$ cat src/rtl/reg_pull_pkg.sv
package reg_pull_pkg;

  typedef struct packed {
    logic clearAll;
    logic reqFire;
    logic copyActive;
  } pull_strobe_t;

  typedef enum logic [1:0] {
    ST_IDLE,
    ST_ISSUE,
    ST_WAIT
  } copy_state_e;

endpackage

$ cat src/rtl/reg_pull_ctrl.sv
module reg_pull_ctrl
  import reg_pull_pkg::*;
#(
  parameter int NUM_REGS = 16,
  parameter int IDX_W    = $clog2(NUM_REGS)
) (
  input  logic                clk,
  input  logic                rstN,
  input  logic                batchStart,
  input  logic                copyMode,
  input  logic                pullReqReady,
  input  logic [NUM_REGS-1:0] needVec,
  input  logic                allPulled,
  output logic                pullReqValid,
  output logic [IDX_W-1:0]    pullReqIdx,
  output logic                copyBusy,
  output pull_strobe_t        strobe
);

  localparam logic [IDX_W-1:0] LAST_IDX = IDX_W'(NUM_REGS - 1);

  copy_state_e      state;
  logic [IDX_W-1:0] copyPtr;
  logic             holdValid;
  logic [IDX_W-1:0] holdIdx;
  logic [IDX_W-1:0] lowIdx;

  always_comb begin
    lowIdx = '0;
    for (int i = NUM_REGS - 1; i >= 0; i--) begin
      if (needVec[i]) lowIdx = IDX_W'(i);
    end
  end

  always_comb begin
    copyBusy     = (state != ST_IDLE);
    pullReqValid = 1'b0;
    pullReqIdx   = lowIdx;
    if (!batchStart) begin
      if (state == ST_ISSUE) begin
        pullReqValid = 1'b1;
        pullReqIdx   = copyPtr;
      end else if (state == ST_IDLE) begin
        if (holdValid) begin
          pullReqValid = 1'b1;
          pullReqIdx   = holdIdx;
        end else if (|needVec) begin
          pullReqValid = 1'b1;
        end
      end
    end
    strobe.clearAll   = batchStart;
    strobe.reqFire    = pullReqValid && pullReqReady;
    strobe.copyActive = copyBusy;
  end

  always_ff @(posedge clk) begin
    if (!rstN) begin
      state     <= ST_IDLE;
      copyPtr   <= '0;
      holdValid <= 1'b0;
      holdIdx   <= '0;
    end else if (batchStart) begin
      state     <= copyMode ? ST_ISSUE : ST_IDLE;
      copyPtr   <= '0;
      holdValid <= 1'b0;
    end else begin
      case (state)
        ST_ISSUE: begin
          if (pullReqReady) begin
            if (copyPtr == LAST_IDX) state <= ST_WAIT;
            else copyPtr <= copyPtr + 1'b1;
          end
        end
        ST_WAIT: begin
          if (allPulled) state <= ST_IDLE;
        end
        default: begin
          holdValid <= pullReqValid && !pullReqReady;
          holdIdx   <= pullReqIdx;
        end
      endcase
    end
  end

  AST_REQ_HOLD: assert property (@(posedge clk) disable iff (!rstN)
    pullReqValid && !pullReqReady && !batchStart |=>
      (batchStart || (pullReqValid && $stable(pullReqIdx))));

  AST_COPY_BUSY: assert property (@(posedge clk) disable iff (!rstN)
    batchStart && copyMode |=> copyBusy);

endmodule

$ cat src/rtl/reg_pull_dp.sv
module reg_pull_dp
  import reg_pull_pkg::*;
#(
  parameter int NUM_REGS = 16,
  parameter int NUM_SRC  = 2,
  parameter int IDX_W    = $clog2(NUM_REGS)
) (
  input  logic                          clk,
  input  logic                          rstN,
  input  pull_strobe_t                  strobe,
  input  logic [IDX_W-1:0]              reqIdx,
  input  logic                          instValid,
  input  logic [NUM_SRC-1:0]            srcValid,
  input  logic [NUM_SRC-1:0][IDX_W-1:0] srcIdx,
  input  logic                          dstValid,
  input  logic [IDX_W-1:0]              dstIdx,
  input  logic                          pullRspValid,
  input  logic [IDX_W-1:0]              pullRspIdx,
  output logic [NUM_SRC-1:0]            srcReady,
  output logic [NUM_REGS-1:0]           needVec,
  output logic                          allPulled
);

  logic [NUM_REGS-1:0] written, pulled, inFlight, needed;
  logic [NUM_REGS-1:0] avail, demandSet, reqMask, rspMask, dstMask, lowerMask;
  logic                fire;

  assign avail     = written | pulled;
  assign needVec   = needed;
  assign allPulled = &pulled;

  for (genvar s = 0; s < NUM_SRC; s++) begin : g_src
    assign srcReady[s] = !strobe.clearAll && !strobe.copyActive &&
                         (!srcValid[s] || avail[srcIdx[s]]);
  end

  assign fire = instValid && (&srcReady);

  always_comb begin
    demandSet = '0;
    for (int s = 0; s < NUM_SRC; s++) begin
      if (instValid && srcValid[s] && !strobe.copyActive &&
          !avail[srcIdx[s]] && !inFlight[srcIdx[s]]) begin
        demandSet[srcIdx[s]] = 1'b1;
      end
    end
  end

  assign reqMask   = strobe.reqFire ? (NUM_REGS'(1) << reqIdx) : '0;
  assign rspMask   = pullRspValid ? ((NUM_REGS'(1) << pullRspIdx) & inFlight) : '0;
  assign dstMask   = (fire && dstValid) ? (NUM_REGS'(1) << dstIdx) : '0;
  assign lowerMask = (NUM_REGS'(1) << reqIdx) - NUM_REGS'(1);

  always_ff @(posedge clk) begin
    if (!rstN || strobe.clearAll) begin
      written  <= '0;
      pulled   <= '0;
      inFlight <= '0;
      needed   <= '0;
    end else begin
      written  <= written | dstMask;
      pulled   <= pulled | rspMask;
      inFlight <= (inFlight | reqMask) & ~rspMask;
      needed   <= (needed | demandSet) & ~reqMask;
    end
  end

  AST_NO_DUP_PULL: assert property (@(posedge clk) disable iff (!rstN)
    strobe.reqFire |-> (!inFlight[reqIdx] && !pulled[reqIdx]));

  AST_COPY_ORDER: assert property (@(posedge clk) disable iff (!rstN)
    strobe.reqFire && strobe.copyActive |->
      ((lowerMask & ~(inFlight | pulled)) == '0));

  AST_BUSY_FREEZE: assert property (@(posedge clk) disable iff (!rstN)
    strobe.copyActive && !strobe.clearAll |=> $stable(written));

endmodule

$ cat src/rtl/reg_pull_tracker.sv
module reg_pull_tracker
  import reg_pull_pkg::*;
#(
  parameter int NUM_REGS = 16,
  parameter int NUM_SRC  = 2,
  localparam int IDX_W   = $clog2(NUM_REGS)
) (
  input  logic                          clk,
  input  logic                          rstN,
  input  logic                          batchStart,
  input  logic                          copyMode,
  input  logic                          instValid,
  input  logic [NUM_SRC-1:0]            srcValid,
  input  logic [NUM_SRC-1:0][IDX_W-1:0] srcIdx,
  input  logic                          dstValid,
  input  logic [IDX_W-1:0]              dstIdx,
  output logic [NUM_SRC-1:0]            srcReady,
  output logic                          pullReqValid,
  output logic [IDX_W-1:0]              pullReqIdx,
  input  logic                          pullReqReady,
  input  logic                          pullRspValid,
  input  logic [IDX_W-1:0]              pullRspIdx,
  output logic                          copyBusy
);

  pull_strobe_t        strobe;
  logic [NUM_REGS-1:0] needVec;
  logic                allPulled;

  reg_pull_ctrl #(.NUM_REGS(NUM_REGS), .IDX_W(IDX_W)) ctrl_i (
    .clk(clk), .rstN(rstN), .batchStart(batchStart), .copyMode(copyMode),
    .pullReqReady(pullReqReady), .needVec(needVec), .allPulled(allPulled),
    .pullReqValid(pullReqValid), .pullReqIdx(pullReqIdx),
    .copyBusy(copyBusy), .strobe(strobe)
  );

  reg_pull_dp #(.NUM_REGS(NUM_REGS), .NUM_SRC(NUM_SRC), .IDX_W(IDX_W)) dp_i (
    .clk(clk), .rstN(rstN), .strobe(strobe), .reqIdx(pullReqIdx),
    .instValid(instValid), .srcValid(srcValid), .srcIdx(srcIdx),
    .dstValid(dstValid), .dstIdx(dstIdx), .pullRspValid(pullRspValid),
    .pullRspIdx(pullRspIdx), .srcReady(srcReady), .needVec(needVec),
    .allPulled(allPulled)
  );

endmodule

$ cat config.mk
export PLATFORM = sky130hd
export DESIGN_NAME = reg_pull_tracker
export DESIGN_NICKNAME = d
export VERILOG_FILES = /design/src/rtl/reg_pull_pkg.sv /design/src/rtl/reg_pull_ctrl.sv /design/src/rtl/reg_pull_dp.sv /design/src/rtl/reg_pull_tracker.sv
export SDC_FILE = /design/constraint.sdc
export NUM_CORES = 1
export LEC_CHECK = 0
export BUFFER_PORTS_ARGS = -buffer_cell sky130_fd_sc_hd__buf_2
export CORE_MARGIN = 3
export CORE_UTILIZATION = 60
export DETAILED_ROUTE_END_ITERATION = 6
export GPL_TIMING_DRIVEN = 0
export HOLD_SLACK_MARGIN = 0.03
export PLACE_DENSITY = 0.8
export SLEW_MARGIN = 0
export SYNTH_ARGS = -nofsm -noshare
export SYNTH_HDL_FRONTEND = slang
export SYNTH_SLANG_ARGS = --single-unit
$ cat constraint.sdc
create_clock -name clk -period 4.14 [get_ports clk]
set_input_delay 0.828 -clock clk [delete_from_list [all_inputs] [get_ports clk]]
set_output_delay 0.828 -clock clk [all_outputs]
set_load 0.02 [all_outputs]
# --- Yosys cells after proc, flatten, opt, wreduce, memory -nomap -nowiden ---
# Cells that the tools add are included.
classes:
  addsub: 1
  magnitude_cmp: 4
  n_eq_ne: 6
  shifts: 3
  muxes: 48
  bitwise_logic: 15
  reduce_logical: 41
op_table:
  columns: ["operator", "n"]
  rows:
  - ["16-bit bitwise OR", 6]
  - ["16-bit two-way mux", 5]
  - ["4-bit two-way mux", 20]
  - ["16-bit AND", 3]
  - ["1-bit by 4-bit << shifter with 16-bit output, first input constant", 3]
  - ["16-bit inverter", 2]
  - ["1-bit logical AND", 17]
  - ["1-bit binary-select mux with 4-bit select", 4]
  - ["16-bit AND reduction", 1]
  - ["16-bit OR reduction", 1]
  - ["1-bit two-way mux", 12]
  - ["1-bit zero test", 10]
  - ["4-bit by 5-bit < comparator with 1-bit output, second input constant", 2]
  - ["3-bit inequality test, second input constant", 3]
  - ["1-bit demux with 4-bit select", 2]
  - ["4-bit by 1-bit greater-or-equal comparator with 1-bit output, second input constant", 2]
  - ["2-bit two-way mux", 4]
  - ["4-bit by 1-bit adder with 4-bit output, second input constant", 1]
  - ["4-bit == test, second input constant", 1]
  - ["1-bit inverter", 4]
  - ["2-bit case mux with 2 select lines", 1]
  - ["2-bit AND reduction", 2]
  - ["4-bit AND reduction", 1]
  - ["2-bit OR reduction", 2]
  - ["7 further kinds", 9]
word_totals:
  regBits: 75
  input_bits: 26
  out_inout_bits: 8
  elab_cells: 126

# --- Longest topological paths before layout ---
depth:
  depth_word: 24
  ltp_mapped: 10
  mapped_depth_nobuf: 10

# --- Modules after synthesis ---
# Synthesis repeated with hierarchy kept, for this count alone.
hier_totals:
  hier_cells: 526
  hier_area_um2: 4234.1
by_module_without_submodules:
  columns: ["module", "n_inst", "cells_each", "area_per_inst_um2", "seq_area_each_um2"]
  rows:
  - ["reg_pull_dp", 1, 415, 3399.5, 1281.2]
  - ["reg_pull_ctrl", 1, 111, 834.6, 220.2]

# --- Least setup slack after synthesis ---
# OpenSTA, ideal clock, no wires.
synth_path:
  kind: "input -> output"
  startpoint: "input port srcIdx[0] in the netlist's numbering"
  endpoint: "output port srcReady[0]"
  arrival_time_ns: 2.412
  required_ns: 3.312
  setup_slack_ns: 0.900
  stages: 8
  n_path_buf: 3
  path_cell_list: "buf_2 > and2b_1 > a22oi_1 > and3_1 > nor4_2 > buf_2 > buf_2 > nor2_1"
synth_between:
  elab_chain_cells: 4
synth_lines:
  columns: ["item", "line", "source"]
  rows:
  - ["start: declaration", "reg_pull_tracker.sv:14", "input logic [NUM_SRC-1:0][IDX_W-1:0] srcIdx,"]
  - ["1-bit binary-select mux with 4-bit select", "reg_pull_dp.sv:34", "(!srcValid[s] || avail[srcIdx[s]]);"]
  - ["1-bit two-way mux (not written as such)", "reg_pull_dp.sv:34", null]
  - ["1-bit logical OR", "reg_pull_dp.sv:34", null]
  - ["1-bit logical AND", "reg_pull_dp.sv:33", "assign srcReady[s] = !strobe.clearAll && !strobe.copyActive &&"]
  - ["end: declaration", "reg_pull_tracker.sv:17", "output logic [NUM_SRC-1:0] srcReady,"]
# Every way passes these cells. The select of a mux whose other input is x is not followed.

# --- Worst setup path after layout ---
# Same ends and word-level chain as after synthesis.

==> impl_metrics.env <==
export IMPL_status="complete, no violations"
export IMPL_fp_row_count=29
export IMPL_crit_start="srcIdx[0]"
export IMPL_grt_pass1_vias=3888
export IMPL_pin_count=34
export IMPL_relSlewSlack_pct=35.49
export IMPL_fin_crit_ns=3.929
export IMPL_synth_cells=479
export IMPL_drive_gt1_share_pct=14.86
export IMPL_max_freq_ghz=0.2545
export IMPL_critical_path_required_ns=3.31
export IMPL_cts_tree="yes"
export IMPL_peakVddDrop_mv=0.3060
export IMPL_yosysUniqueCellTypes=66
export IMPL_powerDensity_nw_per_um2=343.4
export IMPL_synth_warnings=0
export IMPL_setup_viol=0
export IMPL_viasPerCell=7.002
export IMPL_ys_flop_type="dfxtp_1"
export IMPL_cellLeakagePower_nw=1.612
export IMPL_core_area_um2=6531
export IMPL_rsz0062_at_grt="false"
export IMPL_cp_max_fo=10
export IMPL_reg2reg_slack_ns=1.31
export IMPL_num_fill_cells=543
export IMPL_place_gp_congestion=0.9407
export IMPL_yosysTopAreaCell="dfxtp_1"
export IMPL_hold_ws_ns=0.4785
export IMPL_arrival_ns=3.10
export IMPL_routed_via_count=4215
export IMPL_dr_pass1_iters=5
export IMPL_antenna_left=0
export IMPL_grt_overflow=0
export IMPL_multi_input_area_um2=2492
export IMPL_clock_path_buffers=2
export IMPL_tightest_slew_ns=0.9432
export IMPL_ctsHoldBuffers=0
export IMPL_avgSynthCellArea_um2=8.657
export IMPL_h_tree_depth=3
export IMPL_reg2reg_from="ctrl_i.state[0]"
export IMPL_cts_repair_resized=0
export IMPL_async_reset_ff_share_pct=0
export IMPL_r2r_end="dp_i.needVec[3]"
export IMPL_yosysSeqAreaShare_pct=36.21
export IMPL_ys_top_cells_by_count="nor2_1, dfxtp_1, a31oi_1"
export IMPL_clkLatencyLatePin_ns=0.35
export IMPL_hold_viol_final=0
export IMPL_critPathLaunchType="input pin"
export IMPL_cts_setup_buffers=0
export IMPL_finClkSkew_ns=0.01216
export IMPL_synth_most_common_cell="nor2_1"
export IMPL_drv_slew=0
export IMPL_die_area_um2=7944
export IMPL_grt_pass1_wl_um=19660
export IMPL_hp_class="flop to flop"
export IMPL_tns_ns=0
export IMPL_grt_util_all_layers_pct=32.84
export IMPL_synth_area_leaders="dfxtp_1, nor2_1, mux4_2, a31oi_1, o21a_1"
export IMPL_die_y_um=89.13
export IMPL_antenna_found_initial=0
export IMPL_cts_sinks=75
export IMPL_first_iter_violations=377
export IMPL_cts_buffers=9
export IMPL_io_buffers=31
export IMPL_cp_end_kind="primary output"
export IMPL_synth_edf_count=0
export IMPL_dieWidth_um=89.13
export IMPL_dp_hpwl_um=9665
export IMPL_synth_nets=509
export IMPL_path_class="input pin to primary output"
export IMPL_grt_start_max_net_pins=13
export IMPL_synth_cell_area_um2=4146
export IMPL_yosys_area_top_type_share_pct=36.21
export IMPL_nets=551
export IMPL_timing_final_crit_share_pct=94.91
export IMPL_wl_per_cell_um=20.69
export IMPL_cts_root_buffer="clkbuf_8"
export IMPL_diodes=0
export IMPL_max_cap_violations=0
export IMPL_syn_to_final_growth_pct=11.62
export IMPL_route_detailed_drc=0
export IMPL_seq_area_um2=1501
export IMPL_reg2regPathDepth=9
export IMPL_wirelength_um=12450
export IMPL_ys_seq_elements=75
export IMPL_path_clk_slew_ns=0.07
export IMPL_start_util_pct=63.49
export IMPL_cp_endpoint="srcReady[0]"
## per-layer routing
metal | routed length (um) | share of wire (%) | track usage (%) | vias up
met5 | 0 | 0 | 0 | -
met4 | 443 | 3.6 | 17.05 | 0
met3 | 996 | 8.0 | 5.530 | 40
met2 | 5870 | 47 | 52.65 | 241
met1 | 5143 | 41 | 42.54 | 2000
li1 | - | - | - | 1934
## worst min path at each step
stage / to / slack [ns] / cells after the start / startpoint
final: dp_i.written[14] / 0.48 / 1 / dp_i.written[14]
after global routing: dp_i.written[2] / 0.51 / 1 / dp_i.written[2]
after CTS: dp_i.written[14] / 0.48 / 1 / dp_i.written[14]
after detailed placement: dp_i.written[14] / 0.46 / 1 / dp_i.written[14]
after global placement: dp_i.written[14] / 0.46 / 1 / dp_i.written[14]
after floorplan: dp_i.written[4] / 0.44 / 1 / dp_i.written[4]
## through the flow
| step | power (mW) | util, % | cells | setup WS (ns) | cell area (um^2) |
|---|---|---|---|---|---|
| floorplan | 0.8713 | - | 479 | 0.9005 | 4146 |
| global placement | 0.9331 | 67.34 | 587 | 0.3199 | 4398 |
| detailed placement | 0.9358 | 67.34 | 587 | 0.2923 | 4398 |
| CTS | 1.585 | 70.86 | 602 | 0.2899 | 4628 |
| global route | 1.632 | 70.86 | 602 | 0.1071 | 4628 |
| finish | 1.589 | 70.86 | 602 | 0.2107 | 4628 |
## worst max-delay path: stages
cell and delay [ns]:
buf_2 0.10, buf_2 0.19, nor2_1 0.40, a22oi_1 0.12
and3_1 0.20, nor4_2 0.43, buf_2 0.32, buf_2 0.25
nor2_1 0.09, buf_2 0.16
## state kept, by name, indices dropped and copies added (netlist names)
register and flops:
ctrl_i.state 2, dp_i.inFlight 16, dp_i.needVec 16, dp_i.pulled 16
dp_i.written 16, ctrl_i.holdValid 1, ctrl_i.copyPtr 4, ctrl_i.holdIdx 4
## layout make-up
| class | count | area share [%] |
|---|---|---|
| inverter | 8 | 0.6488 |
| clock inverter | 5 | 2.217 |
| timing repair buffer | 31 | 3.352 |
| buffer | 26 | 2.649 |
| multi-input combinational | 370 | 53.85 |
| sequential | 75 | 32.44 |
| tap | 77 | 2.082 |
| clock buffer | 10 | 2.757 |
## layout by cell type, fill, tap and decap left out, drive strengths merged, types with 10 or more instances in the layout
cell type / count
o21ai: 15
clkbuf: 19
a31oi: 35
o21a: 20
a21oi: 21
nand4: 21
buf: 48
nor2b: 11
dfxtp: 75
nor2: 81
nand2b: 10
nor3: 10
mux4: 12
nand2: 16
a211oi: 16
## report_power, final
group          total, mW  internal (mW)  switching, mW
logic              0.195         0.0642          0.130
registers          0.730          0.726        0.00425
clock network      0.664          0.396          0.268
total               1.59           1.19          0.403
## cell families (layout without fill, tap and decap cells)
group                      count (synthesis)  after routing  synth area share (%)
buffers and inverters                     34             80                 3.681
adders and majority gates                  4              4                 1.207
AOI/OAI and AO/OA                        156            156                 26.86
and+or+nand+nor                          192            192                 24.14
xor gates and xnor gates                   3              3                0.6338
DFF                                       75             75                 36.21
muxes                                     15             15                 7.272
Power figures use the tool's default switching activity.
